[config.mk]
export PLATFORM = sky130hd
export DESIGN_NAME = cal_req_ctrl
export DESIGN_NICKNAME = d
export VERILOG_FILES = /design/src/rtl/cal_req_pkg.sv /design/src/rtl/cal_sync2.sv /design/src/rtl/cal_req_qual.sv /design/src/rtl/cal_por_timer.sv /design/src/rtl/cal_run_seq.sv /design/src/rtl/cal_req_ctrl.sv
export SDC_FILE = /design/constraint.sdc
export NUM_CORES = 1
export LEC_CHECK = 0
export BUFFER_PORTS_ARGS = -buffer_cell sky130_fd_sc_hd__buf_2
export CAP_MARGIN = 25
export CORE_MARGIN = 3
export CORE_UTILIZATION = 60
export DETAILED_ROUTE_END_ITERATION = 7
export GPL_ROUTABILITY_DRIVEN = 1
export PLACE_DENSITY = 0.88
export SLEW_MARGIN = 20
export SYNTH_ARGS = -nofsm -noshare
export SYNTH_HDL_FRONTEND = slang
export SYNTH_SLANG_ARGS = --single-unit
[constraint.sdc]
create_clock -name clk -period 4.8 [get_ports clk]
set_input_delay 0.96 -clock clk [delete_from_list [all_inputs] [get_ports clk]]
set_output_delay 0.96 -clock clk [all_outputs]
set_load 0.05 [all_outputs]
[src/rtl/cal_req_pkg.sv]
package cal_req_pkg;
  typedef enum logic [1:0] {
    QS_WAIT_LOW = 2'd0,
    QS_ARMED    = 2'd1,
    QS_HIGH     = 2'd2
  } qual_state_t;
endpackage

[src/rtl/cal_sync2.sv]
module cal_sync2 #(
  parameter int W = 1
) (
  input  logic         clk,
  input  logic         rst,
  input  logic [W-1:0] din,
  output logic [W-1:0] dout
);
  logic [W-1:0] meta_q;
  logic [W-1:0] stab_q;

  always_ff @(posedge clk) begin
    if (rst) begin
      meta_q <= '0;
      stab_q <= '0;
    end else begin
      meta_q <= din;
      stab_q <= meta_q;
    end
  end

  assign dout = stab_q;
endmodule

[src/rtl/cal_req_qual.sv]
module cal_req_qual
  import cal_req_pkg::*;
#(
  parameter int LOW_MIN  = 4,
  parameter int HIGH_MIN = 3
) (
  input  logic clk,
  input  logic rst,
  input  logic req_s,
  output logic fire
);
  localparam int LW = $clog2(LOW_MIN + 1);
  localparam int HW = $clog2(HIGH_MIN + 1);
  localparam logic [LW-1:0] LOW_LAST  = LW'(LOW_MIN - 1);
  localparam logic [HW-1:0] HIGH_LAST = HW'(HIGH_MIN - 1);

  qual_state_t   st_q;
  logic [LW-1:0] low_q;
  logic [HW-1:0] high_q;

  always_comb begin
    fire = 1'b0;
    if (req_s) begin
      if (st_q == QS_ARMED && HIGH_MIN == 1) fire = 1'b1;
      if (st_q == QS_HIGH && high_q == HIGH_LAST) fire = 1'b1;
    end
  end

  always_ff @(posedge clk) begin
    if (rst) begin
      st_q   <= QS_WAIT_LOW;
      low_q  <= '0;
      high_q <= '0;
    end else begin
      case (st_q)
        QS_WAIT_LOW: begin
          if (req_s) begin
            low_q <= '0;
          end else if (low_q == LOW_LAST) begin
            st_q  <= QS_ARMED;
            low_q <= '0;
          end else begin
            low_q <= low_q + 1'b1;
          end
        end
        QS_ARMED: begin
          if (req_s) begin
            if (HIGH_MIN == 1) begin
              st_q <= QS_WAIT_LOW;
            end else begin
              st_q   <= QS_HIGH;
              high_q <= HW'(1);
            end
          end
        end
        QS_HIGH: begin
          if (!req_s) begin
            st_q   <= QS_WAIT_LOW;
            low_q  <= LW'(1);
            high_q <= '0;
          end else if (high_q == HIGH_LAST) begin
            st_q   <= QS_WAIT_LOW;
            low_q  <= '0;
            high_q <= '0;
          end else begin
            high_q <= high_q + 1'b1;
          end
        end
        default: st_q <= QS_WAIT_LOW;
      endcase
    end
  end
endmodule

[src/rtl/cal_por_timer.sv]
module cal_por_timer #(
  parameter int SHORT_WAIT = 20,
  parameter int LONG_WAIT  = 60
) (
  input  logic clk,
  input  logic rst,
  input  logic long_sel,
  input  logic req_s,
  input  logic manual_fire,
  output logic por_start,
  output logic por_done
);
  localparam int MAXW = (LONG_WAIT > SHORT_WAIT) ? LONG_WAIT : SHORT_WAIT;
  localparam int CW   = $clog2(MAXW + 1);
  localparam logic [CW-1:0] SHORT_LAST = CW'(SHORT_WAIT - 1);
  localparam logic [CW-1:0] LONG_LAST  = CW'(LONG_WAIT - 1);

  logic [CW-1:0] cnt_q;
  logic [CW-1:0] limit;
  logic          wait_end;

  assign limit     = long_sel ? LONG_LAST : SHORT_LAST;
  assign wait_end  = !por_done && (cnt_q >= limit);
  assign por_start = wait_end && !req_s && !manual_fire;

  always_ff @(posedge clk) begin
    if (rst) begin
      cnt_q    <= '0;
      por_done <= 1'b0;
    end else if (!por_done) begin
      if (wait_end || manual_fire) por_done <= 1'b1;
      else                         cnt_q    <= cnt_q + 1'b1;
    end
  end
endmodule

[src/rtl/cal_run_seq.sv]
module cal_run_seq #(
  parameter int CAL_LEN = 16
) (
  input  logic clk,
  input  logic rst,
  input  logic start,
  output logic running
);
  localparam int CW = $clog2(CAL_LEN + 1);
  localparam logic [CW-1:0] LAST = CW'(CAL_LEN - 1);

  logic [CW-1:0] cnt_q;

  always_ff @(posedge clk) begin
    if (rst) begin
      running <= 1'b0;
      cnt_q   <= '0;
    end else if (!running) begin
      if (start) begin
        running <= 1'b1;
        cnt_q   <= '0;
      end
    end else if (cnt_q == LAST) begin
      running <= 1'b0;
    end else begin
      cnt_q <= cnt_q + 1'b1;
    end
  end
endmodule

[src/rtl/cal_req_ctrl.sv]
module cal_req_ctrl #(
  parameter int LOW_MIN    = 4,
  parameter int HIGH_MIN   = 3,
  parameter int SHORT_WAIT = 20,
  parameter int LONG_WAIT  = 60,
  parameter int CAL_LEN    = 16
) (
  input  logic clk,
  input  logic rst,
  input  logic cal_pin_i,
  input  logic cal_bit_i,
  input  logic long_wait_i,
  output logic cal_run_o
);
  localparam int NSYNC = 3;

  logic [NSYNC-1:0] raw_in;
  logic [NSYNC-1:0] sync_out;
  logic             req_s;
  logic             long_s;
  logic             manual_fire;
  logic             por_start;
  logic             por_done;
  logic             running;

  assign raw_in = {long_wait_i, cal_bit_i, cal_pin_i};

  cal_sync2 #(.W(NSYNC)) u_sync (
    .clk  (clk),
    .rst  (rst),
    .din  (raw_in),
    .dout (sync_out)
  );

  assign req_s  = sync_out[0] | sync_out[1];
  assign long_s = sync_out[2];

  cal_req_qual #(.LOW_MIN(LOW_MIN), .HIGH_MIN(HIGH_MIN)) u_qual (
    .clk   (clk),
    .rst   (rst),
    .req_s (req_s),
    .fire  (manual_fire)
  );

  cal_por_timer #(.SHORT_WAIT(SHORT_WAIT), .LONG_WAIT(LONG_WAIT)) u_por (
    .clk         (clk),
    .rst         (rst),
    .long_sel    (long_s),
    .req_s       (req_s),
    .manual_fire (manual_fire),
    .por_start   (por_start),
    .por_done    (por_done)
  );

  cal_run_seq #(.CAL_LEN(CAL_LEN)) u_seq (
    .clk     (clk),
    .rst     (rst),
    .start   (por_start | manual_fire),
    .running (running)
  );

  assign cal_run_o = running;
endmodule

## Word level (Yosys, flattened, before mapping)

Cells that the tools add are included.

- Flip-flop bits (word level): 26
- Output and inout bits: 1
- Input port bits: 5

- Muxes and demuxes: 26
- Reduce and logical (&&, ||, !) cells: 17
- Order comparisons: 1
- Add/subtract/negate cells: 4
- Bitwise logic cells: 4
- Eq/ne operators: 10

Operators by type and width:

| cell | count |
|---|---|
| two-way mux 2 bit | 8 |
| two-way mux 5 bit | 3 |
| two-way mux 3 bit | 4 |
| AND reduction 2 bit | 4 |
| two-way mux 1 bit | 7 |
| adder 6 x 1 -> 6 bit (second input constant) | 1 |
| greater-or-equal comparator 6 bit | 1 |
| two-way mux 6 bit | 1 |
| one-hot mux 2 bit (3 select lines) | 1 |
| one-hot mux 3 bit (2 select lines) | 1 |
| nonzero test 2 bit | 3 |
| adder 5 x 1 -> 5 bit (second input constant) | 1 |
| equality test 5 x 4 -> 1 bit (second input constant) | 1 |
| equality test 2 bit (second input constant) | 2 |
| logical AND 1 bit | 4 |
| != test 2 x 1 -> 1 bit (second input constant) | 2 |
| != test 2 bit (second input constant) | 2 |
| one-hot mux 2 bit (2 select lines) | 1 |
| AND reduction 4 bit | 1 |
| adder 3 x 1 -> 3 bit (second input constant) | 1 |
| equality test 3 x 2 -> 1 bit (second input constant) | 1 |
| logical NOT 1 bit | 3 |
| != test 3 bit (second input constant) | 1 |
| adder 2 x 1 -> 2 bit (second input constant) | 1 |
| other kinds (5) | 7 |

## Depth between registers and ports, before layout

- Word-level depth: 9
- Mapped depth: 7
- Depth with buffers taken out: 7

## Modules after synthesis

A second synthesis with hierarchy kept.

- Cell total of the unflattened synthesis: 128
- Area, all modules: 1197.4 um2

By module, submodules not included:

| module | seq. area each (um2) | times used | cells an instance | area each (um2) |
|---|---|---|---|---|
| cal_req_qual | 140.1 | 1 | 41 | 369.1 |
| cal_por_timer | 140.1 | 1 | 39 | 361.6 |
| cal_run_seq | 120.1 | 1 | 34 | 296.5 |
| cal_sync2 | 120.1 | 1 | 12 | 157.7 |
| cal_req_ctrl | 0.0 | 1 | 2 | 12.5 |

## Worst setup path after synthesis

OpenSTA, ideal clock, no wires.

- Kind: register to output
- From: reg u_seq.running
- To: out cal_run_o
- Cell stages (with the launch flop): 1
- Path slack: 3.148 ns
- Data arrival time: 0.692 ns
- Required time: 3.840 ns
- Path buffers: 0
- Path through: dfxtp_1

RTL lines:

| what | RTL line | source |
|---|---|---|
| start, declared | cal_run_seq.sv:7 | `output logic running` |
| start signal, assigned | cal_run_seq.sv:16 | `running <= 1'b0;` |
| start signal, assigned | cal_run_seq.sv:20 | `running <= 1'b1;` |
| start signal, assigned | cal_run_seq.sv:24 | `running <= 1'b0;` |
| end, declared | cal_req_ctrl.sv:13 | `output logic cal_run_o` |

No word-level cell between the ends.

## Worst setup path in the final report

- From: reg u_seq.running
- To: out cal_run_o

No word-level cell between the ends.

==> metrics.sh <==
NETLIST.AREA_LEADER.SHARE_PCT=42.1
CHIPWIDTH_UM=51.4
POSTPLACECELLAREA_MM2=0.00124
GRT.OVERFLOW.TOTAL=0
DRT_ITER0_DRC=18
SWITCHING_POWER_uW=77.2
HOLD_PATH_STARTPOINT='u_sync.meta_q[0]$_SDFF_PP0_'
GRT.TOTAL_USAGE_PCT=17.3
CRITICAL_PATH_BUF_INV_COUNT=1
FLOORPLAN.DIE_AREA_MM2=0.00264
PORTBUFFERS=5
POWER_FRAC_COMB_PCT=7.7
WORST_PATH_LARGEST_CELL_DELAY_PS=490
ROUTABILITYCONGESTION=0.803
SYNTH_EDF_COUNT=0
FINALCLOCKSKEW_PS=8.99
SYNTHTOPCELLSBYAREA='sky130_fd_sc_hd__dfxtp_1 (42%), sky130_fd_sc_hd__a21oi_1 (6.5%), sky130_fd_sc_hd__ha_1 (6.1%), sky130_fd_sc_hd__o21ai_0 (4.9%), sky130_fd_sc_hd__nor2_1 (4.3%)'
LAYOUT_MIN_CYCLE_TIME_PS=2080
TOTALNEGATIVESETUPSLACK_PS=0
KIND_OF_CRITICAL_PATH='reg -> out'
SYN2LAYOUT_AREA_GROWTH_PCT=2.53
POWER.SHARE.SWITCHING_PCT=22.6
GRT_START_MAX_NET_PINS=25
HTREE_LEVELS=1
SLOWEST_STAGE_CELL_CP='sky130_fd_sc_hd__dfxtp_1'
NUM_ROWS=15
COREAREA_MM2=0.00184
TOP_FAMILY_BY_DELAY_ON_CRITICAL_PATH='flip-flops'
SYNTH-MAIN-FF-CELL='sky130_fd_sc_hd__dfxtp_1'
POST-ROUTE-DRC-COUNT=0
FINAL_CELL_COUNT_NO_FILL=166
CTS_BUFFERS=3
VIAS=998
CTS.REPAIR_TIMING.SETUP_BUFFER_COUNT=0
FIN_CRIT_SH_PCT=43.4
POWER.SHARE.CLOCK_PCT=25.5
VIA_PER_INST=6.01
SYNTHESIS.NETS=151
FF2FF_PATH_DEPTH=5
POSTSYNTHREGISTERBITS=26
DPL_HPWL_UM=1450
CRIT_REQUIRED_PS=3840
YS_SEQ_AREA_SHARE_PCT=42.1
CTS.REPAIR.RESIZED=0
POST_CTS_HOLD_BUFFER_COUNT=0
INSERTION_DELAY_PS=310
DRT_FIRST_PASS_ITERS=4
FF2FF_SETUP_SLACK_PS=3000
INITIAL_UTILIZATION_PCT=67.2
GRT_SETUP_UNREPAIRED='false'
STATIC-LEAKAGE-POWER_uW=0.000464
TIMING.FINAL.SETUP_VIOLATIONS=0
CTS_ROOT_BUF='sky130_fd_sc_hd__clkbuf_4'
CRITICAL_PATH.STARTPOINT='u_seq.running$_SDFF_PP0_'
WORST_HOLD_PATH.ENDPOINT='u_sync.dout[0]$_SDFF_PP0_'
SHARE_OF_POWER_BURNED_IN_REGISTERS_PCT=66.8
ENDPOINT_KIND='output port'
YOSYSUNIQUECELLTYPES=39
MAX_CAP_VIOLATIONS=0
FIN_NETS=154
WORST_R2R_STARTPOINT='u_por.cnt_q[3]$_SDFFE_PP0P_'
FMAXACHIEVABLE_MHz=480
HOLD_DEPTH=1
VIA_COUNT_OF_THE_FIRST_GLOBAL_ROUTING_PASS=868
IOPINCOUNT=6
FINALHOLDVIOLATIONS=0
OUTCOME='complete, no violations'
WORST-SLEW-PIN-TRANSITION_PS=660
CHIPHEIGHT_UM=51.4
SYNTH.YOSYS.WARNINGS=0
SYN_AVG_CELL_AREA_UM2=8.83
FINAL_CELL_AREA_MM2=0.00127
TIMING.CRITICAL_PATH.CELLS='buf_2'
SYNTH-ASYNC-RESET-RATIO_PCT=0
PWR_DENSITY_CELL_mW_PER_MM2=269
TRITONCTS='done'
INITIAL_ANTENNA_VIOLATION_COUNT=0
CLOCKBUFFERDEPTH=2
POST_SYNTH_INSTANCE_AREA_MM2=0.00124
WORST-ENDPOINT-ARRIVAL_PS=1120
SYNTH.LARGEST_AREA_CELL='sky130_fd_sc_hd__dfxtp_1'
GRT_PASS1_WL_UM=3520
FINAL_ANTENNA_NET_COUNT=0
TIMING.HOLD.WORST.CLASS='reg -> reg'
NUMBER_OF_INSTANCES_IN_THE_SYNTHESIZED_NETLIST=140
MAX_SLEW_MARGIN_PCT=55.7
TIMING_MAX_TRANSITION_VIOLATIONS_FINAL=0
MOST_USED_CELLS_IN_THE_LAYOUT_EXCLUDING_FILL_AND_TAP_CELLS='sky130_fd_sc_hd__dfxtp_1 (26), sky130_fd_sc_hd__a21oi_1 (16), sky130_fd_sc_hd__nor2_1 (14)'
POSTROUTEWIRELENGTH_UM=1990
CELLINTERNALPOWER_uW=264
ANTENNA_DIODE_INSTANCE_COUNT=0
PEAKVDDDROP_mV=0.190
REGTOREGENDPOINT='u_por.cnt_q[1]$_SDFFE_PP0P_'
MOSTFREQUENTLAYOUTCELL='sky130_fd_sc_hd__dfxtp_1'
SHARE_OF_CELLS_ABOVE_DRIVE_STRENGTH_1_PCT=12.1
DRT-WIRELENGTH-PER-CELL_UM=12.0
START_KIND='flip-flop'
CLKTRANSATPATHREGS_PS=130
CLOCK-SINKS=26
TOTAL_INSTANCE_COUNT_AFTER_DETAILED_PLACEMENT=163
CRIT_FANOUT=9
==> cell usage after synthesis (all sizes together) (3+ instances only) <==
master / n
nand2: 4
o21ai: 13
nor2: 14
a21oi: 16
a211oi: 3
ha: 6
nor3: 6
or3: 6
buf: 6
nor2b: 7
dfxtp: 26
inv: 9
==> sequential cells by signal (all words and copies together), names as in the netlist <==
register        count
u_por.cnt_q         6
u_por.por_done      1
u_qual.high_q       2
u_qual.low_q        3
u_qual.st_q         2
u_seq.cnt_q         5
u_seq.running       1
u_sync.dout         3
u_sync.meta_q       3
==> metal layers <==
metal	vias to the layer above	part of all wire (%)	track usage [%]
li1	509	-	-
met1	474	46	19.3
met2	11	51	32.2
met3	4	2.3	2.62
met4	0	1.5	6.55
met5	-	0	0
==> final cells by class <==
class / instances / area, µm²
Inverter: 9 / 33.8
Fill cell: 176 / 572
Timing Repair Buffer: 5 / 25.0
Sequential cell: 26 / 520
Multi-Input combinational cell: 98 / 634
Clock buffer: 3 / 22.5
Tap cell: 25 / 31.3
==> through the flow <==
stage / power (µW) / setup slack (ps) / hold WS (ps) / util, %
CTS: 345 / 2710 / 454 / 68.9
detailed placement: 260 / 3020 / 424 / 67.7
floorplan: 254 / 3150 / 414 / -
global route: 358 / 2660 / 475 / 68.9
finish: 342 / 2720 / 451 / 68.9
global placement: 257 / 3090 / 417 / 67.7
==> cell families after synthesis <==
group,share of synthesized area [%]
buffers and inverters,6.58
AND/OR/NAND/NOR,22.3
AO/OA/AOI/OAI,23.0
adder cells (fa/ha/maj),6.07
flip-flops,42.1
==> power groups by stage <==
stage / clock, µW / combinational, µW / sequential [µW]
6_report: 87.0 / 26.3 / 228
5_1_grt: 98.6 / 29.6 / 230
4_1_cts: 90.0 / 26.5 / 228
3_5_place_dp: 0 / 26.4 / 233
3_3_place_gp: 0 / 24.7 / 233
2_1_floorplan: 0 / 23.1 / 231
==> how the worst max path moves through the flow <==
stage | end | cells after the start
global route | cal_run_o | 1
floorplan | cal_run_o | 0
finish | cal_run_o | 1
global placement | u_seq.running$_SDFF_PP0_ | 3
CTS | cal_run_o | 1
detailed placement | u_por.cnt_q[1]$_SDFFE_PP0P_ | 5
No activity file was read; power rests on OpenSTA's default activity.
